$ cat src/rtl/irq_ctrl8.sv
module irq_ctrl8 (
  input  logic       clk,
  input  logic       rst_n,
  input  logic       wr_en,
  input  logic       addr,
  input  logic [7:0] wdata,
  output logic [7:0] rdata,
  input  logic [7:0] irq_in,
  output logic       int_req,
  input  logic       inta
);
  typedef enum logic [2:0] {S_UNINIT, S_W2, S_W3, S_W4, S_RDY} st_t;
  st_t        state;
  logic [7:0] irr, isr, mask, prev;
  logic [4:0] base;
  logic       ltim, sngl, ic4;
  logic [7:0] cascade;

  logic [7:0] pend;
  logic [2:0] win;
  logic [3:0] slev;
  logic       ready, icw1, port1, eoi, ack;
  logic [7:0] set_m, clr_m;

  assign ready = (state == S_RDY);
  assign pend  = irr & ~mask;
  assign icw1  = wr_en && !addr && wdata[4];
  assign port1 = wr_en && addr;
  assign eoi   = wr_en && !addr && !wdata[4] && !wdata[3] && wdata[5] && !wdata[6] && ready;

  always_comb begin
    win  = 3'd0;
    slev = 4'd8;
    for (int i = 7; i >= 0; i--) begin
      if (pend[i]) win = 3'(i);
      if (isr[i]) slev = 4'(i);
    end
  end

  assign int_req = ready && (pend != 8'h00) && ({1'b0, win} < slev);
  assign ack     = inta && int_req;
  assign set_m   = ack ? (8'h01 << win) : 8'h00;
  assign clr_m   = eoi ? (isr & (~isr + 8'h01)) : 8'h00;
  assign rdata   = inta ? {base, win} : (addr ? mask : isr);

  always_ff @(posedge clk or negedge rst_n) begin
    if (!rst_n) begin
      state <= S_UNINIT;
      irr <= '0; isr <= '0; mask <= 8'hFF; prev <= '0;
      base <= '0; ltim <= 1'b0; sngl <= 1'b0; ic4 <= 1'b0; cascade <= '0;
    end else begin
      prev <= irq_in;
      if (icw1) begin
        state <= S_W2;
        ltim <= wdata[3]; sngl <= wdata[1]; ic4 <= wdata[0];
        irr <= '0; isr <= '0; mask <= 8'hFF;
      end else begin
        if (ready)
          irr <= ltim ? irq_in : ((irr | (irq_in & ~prev)) & ~set_m);
        isr <= (isr & ~clr_m) | set_m;
        if (port1) begin
          case (state)
            S_W2: begin
              base  <= wdata[7:3];
              state <= !sngl ? S_W3 : (ic4 ? S_W4 : S_RDY);
            end
            S_W3: begin
              cascade <= wdata;
              state   <= ic4 ? S_W4 : S_RDY;
            end
            S_W4:    state <= S_RDY;
            S_RDY:   mask  <= wdata;
            default: ;
          endcase
        end
      end
    end
  end

  p_ack_adds_isr_r8: assert property (@(posedge clk) disable iff (!rst_n)
    ack && !eoi && !icw1 |=> $countones(isr) == $past($countones(isr)) + 1);
  p_eoi_drops_isr_r9: assert property (@(posedge clk) disable iff (!rst_n)
    eoi && !ack && (isr != 8'h00) |=> $countones(isr) == $past($countones(isr)) - 1);
  p_icw1_clears_isr_r2: assert property (@(posedge clk) disable iff (!rst_n)
    icw1 |=> (isr == 8'h00) && !int_req);
  p_mask_hold_r4: assert property (@(posedge clk) disable iff (!rst_n)
    !wr_en |=> $stable(mask));
endmodule

$ cat config.mk
export PLATFORM = sky130hd
export DESIGN_NAME = irq_ctrl8
export DESIGN_NICKNAME = d
export VERILOG_FILES = /design/src/rtl/irq_ctrl8.sv
export SDC_FILE = /design/constraint.sdc
export NUM_CORES = 1
export LEC_CHECK = 0
export ABC_CLOCK_PERIOD_IN_PS = 3000
export BUFFER_PORTS_ARGS = -buffer_cell sky130_fd_sc_hd__buf_2
export CORE_UTILIZATION = 45
export CTS_CLUSTER_DIAMETER = 60
export DETAILED_ROUTE_END_ITERATION = 10
export GPL_TIMING_DRIVEN = 0
export PLACE_DENSITY = 0.65
export SYNTH_ARGS = -nofsm -noshare
export SYNTH_HDL_FRONTEND = slang
export SYNTH_SLANG_ARGS = --single-unit
$ cat constraint.sdc
create_clock -name clk -period 3 [get_ports clk]
set_clock_uncertainty 0.1 [all_clocks]
set_input_delay 0.6 -clock clk [delete_from_list [all_inputs] [get_ports clk]]
set_output_delay 0.6 -clock clk [all_outputs]
set_load 0.01 [all_outputs]
==> out/results.ini <==
[place]
dp_slack_ns = -0.191
port_buffers = 28
dp_hpwl_um = 4390
place_area_um2 = 2620
gp_congestion = 0.897

[setup_path]
r2r-start = mask[5]
crit_chain = nor2b_1 > o211ai_1 > a311oi_4 > ha_4 > o21ai_2 > a21oi_2 > o21ai_4 > and3_1 > buf_2
rrSetupSlack_ns = 0.56
cpPeakStageDelay_ns = 0.58
reg2reg_to = isr[2]
cp-start-kind = flip-flop
critical-path-slowest-cell = dfstp_2
critPathCaptureType = output pin
worstPathRequired_ns = 2.30
path_buf_inv = 1
reg2reg_depth = 9
critPathKind = flip-flop to output pin
crit_path_max_fanout = 4
path_delay_family = compound AO/OA/AOI/OAI gates
critPathArrivalTime_ns = 2.32

[drt]
avgRoutedWirePerCell_um = 16.6
drc = 0
detail-route-antenna-nets = 0
via_count = 2049
wl_um = 6030
first_iter_violations = 133
dr.pass1.iters = 4
viasPerCell = 5.63

[synth]
synthCells = 253
synth_top_area_share_pct = 36.7
synth_fp_nets = 276
yosysMostFrequentCell = dfrtp_1
netlist_area_um2 = 2390
ys_seq_area_share_pct = 45.5
synth-edff-count = 0
yosysWarnings = 0
yosysUniqueCellTypes = 47
synthArstFlopShare_pct = 100
synth_ff_type = dfrtp_1
yosys.area.top_type = dfrtp_1
ys_ff_latch = 43
ys_top_cells_by_area = dfrtp_1 37%, dfstp_2 8.8%, nand2_1 4.9%
syn_area_per_cell_um2 = 9.44
synth.top_cells.by_count = 35 x dfrtp_1, 31 x nand2_1, 25 x nor2_1

[outcome]
violations = negative setup slack
status = complete, but fails checks

[hold_path]
hold_depth = 1
hp-start = irq_in[5]
hold_end = prev[5]
hp-class = input pin to flip-flop

[global_route]
grt_pass1_vias = 1974
grt_max_degree = 44
grt_antenna_before_repair = 0
grt.total_usage_pct = 24.2
grt.overflow.total = 0
grt_pass1_wl_um = 9830

[sta]
slew_violations = 0
finalSetupTns_ns = -0.0183
period_minus_slack_ns = 3.02
rsz0062_at_grt = yes
fin_ws_ns = -0.0183
setup_viol = 1
worst_slew_pin_slew_ns = 0.955
min_period_over_period_pct = 101
hold_violations = 0
whs_ns = 0.316
slew_headroom_pct = 36.4
max_freq_mhz = 331

[cells_and_area]
n_fill_cell = 484
register_area_um2 = 1090
multi_input_area_um2 = 1290
drive_gt1_share_pct = 24.5
nets = 316
num_antenna_cells = 0
area_delta_synth_final_pct = 17.0
stdcell_area_um2 = 2790

[clock_tree]
clock_latency_ns = 0.30
cts.sinks = 43
clockBufferDepth = 2
cts_made_buffers = 5
cts.clk_slew.worst_paths_ns = 0.08
cts_tree = done
root_buffer = clkbuf_8
htree_levels = 2

[die]
fp.dieH_um = 74.8
die_w_um = 74.8
coreArea_um2 = 5110
io_pins = 30
start_util_pct = 46.7
die_area_um2 = 5600
num_rows = 26

[run]
maxCapViolCount = 0

[power]
p_leak_nw = 1.19
irDropWorstVdd_v = 0.000329
power.total_mw = 2.13
power_density_nw_per_um2 = 761

==> per-stage QoR <==
step           cells  util, %
4_1_cts          364     54.7
3_5_place_dp     351     51.2
6_report         364     54.7
3_3_place_gp     351     51.2
2_1_floorplan    253        -
5_1_grt          364     54.7
==> cell families (layout without fill, tap and decap cells) <==
kind of cell | count (synthesis) | count (layout) | share of synthesized area (%)
simple gates | 108 | 108 | 23.5
fa+ha+maj | 2 | 2 | 1.05
buf+inv | 15 | 56 | 2.41
flops | 43 | 43 | 45.5
compound gates | 72 | 72 | 21.9
mux | 13 | 13 | 5.71
==> how the worst max path moves through the flow <==
stage                       start  endpoint  slack, ns  depth (start not counted)
after floorplan           mask[4]   int_req       0.18                          8
after global placement    mask[4]   int_req      -0.18                          9
after detailed placement  mask[4]   int_req      -0.19                          9
after CTS                 mask[6]   int_req      0.007                          8
after global routing      mask[5]   int_req      -0.12                          9
final                     mask[6]   int_req      -0.02                          9
==> where the power goes <==
part | internal, mW | total [mW] | switching, mW
registers | 0.758 | 0.907 | 0.149
logic | 0.400 | 0.834 | 0.434
clock network | 0.186 | 0.385 | 0.199
==> per-layer routing <==
metal | share of wire, % | GRT usage (%) | vias to the layer above
met1 | 48 | 33.6 | 974
li1 | - | - | 1012
met2 | 45 | 36.7 | 50
met5 | 0 | 0 | -
met4 | 3.3 | 12.4 | 0
met3 | 3.9 | 3.75 | 13
==> sequential cells by signal, indices dropped and copies added, names as in the netlist <==
register and count:
ic4 1, base 5, isr 8, sngl 1
mask 8, irr 8, ltim 1, state 3
prev 8
==> final cells by class <==
cell class	count	share of cell area (%)
multi-input cells	195	46.3
flip-flops and latches	43	38.9
repair buffers	33	6.36
well taps	70	3.13
clock buffers	7	3.09
plain buffers	10	1.39
inverters	5	0.672
clock inverters	1	0.179
==> repair_timing <==
action                                  CTS  global route
cloned                                    0             0
setup buffers                             5             0
hold endpoints to repair                  0             0
endpoints found under the setup margin    1             1
hold buffers                              0             0
resized for setup                        10             1
pin swaps                                 5             0
==> layout by cell type (no fill, tap or decap), types with 6 or more instances in the layout <==
cell	netlist	layout
a21oi_1	14	13
a31oi_1	7	7
a32o_1	7	7
buf_2	1	29
clkbuf_1	8	9
clkbuf_8	0	6
dfrtp_1	35	35
dfstp_2	8	8
mux2i_1	8	8
nand2_1	31	31
nand2b_1	17	13
nor2_1	25	24
nor2b_1	7	7
o211ai_1	6	6
o21ai_0	12	11
o31ai_1	8	8
(Power assumes the default switching activity.)
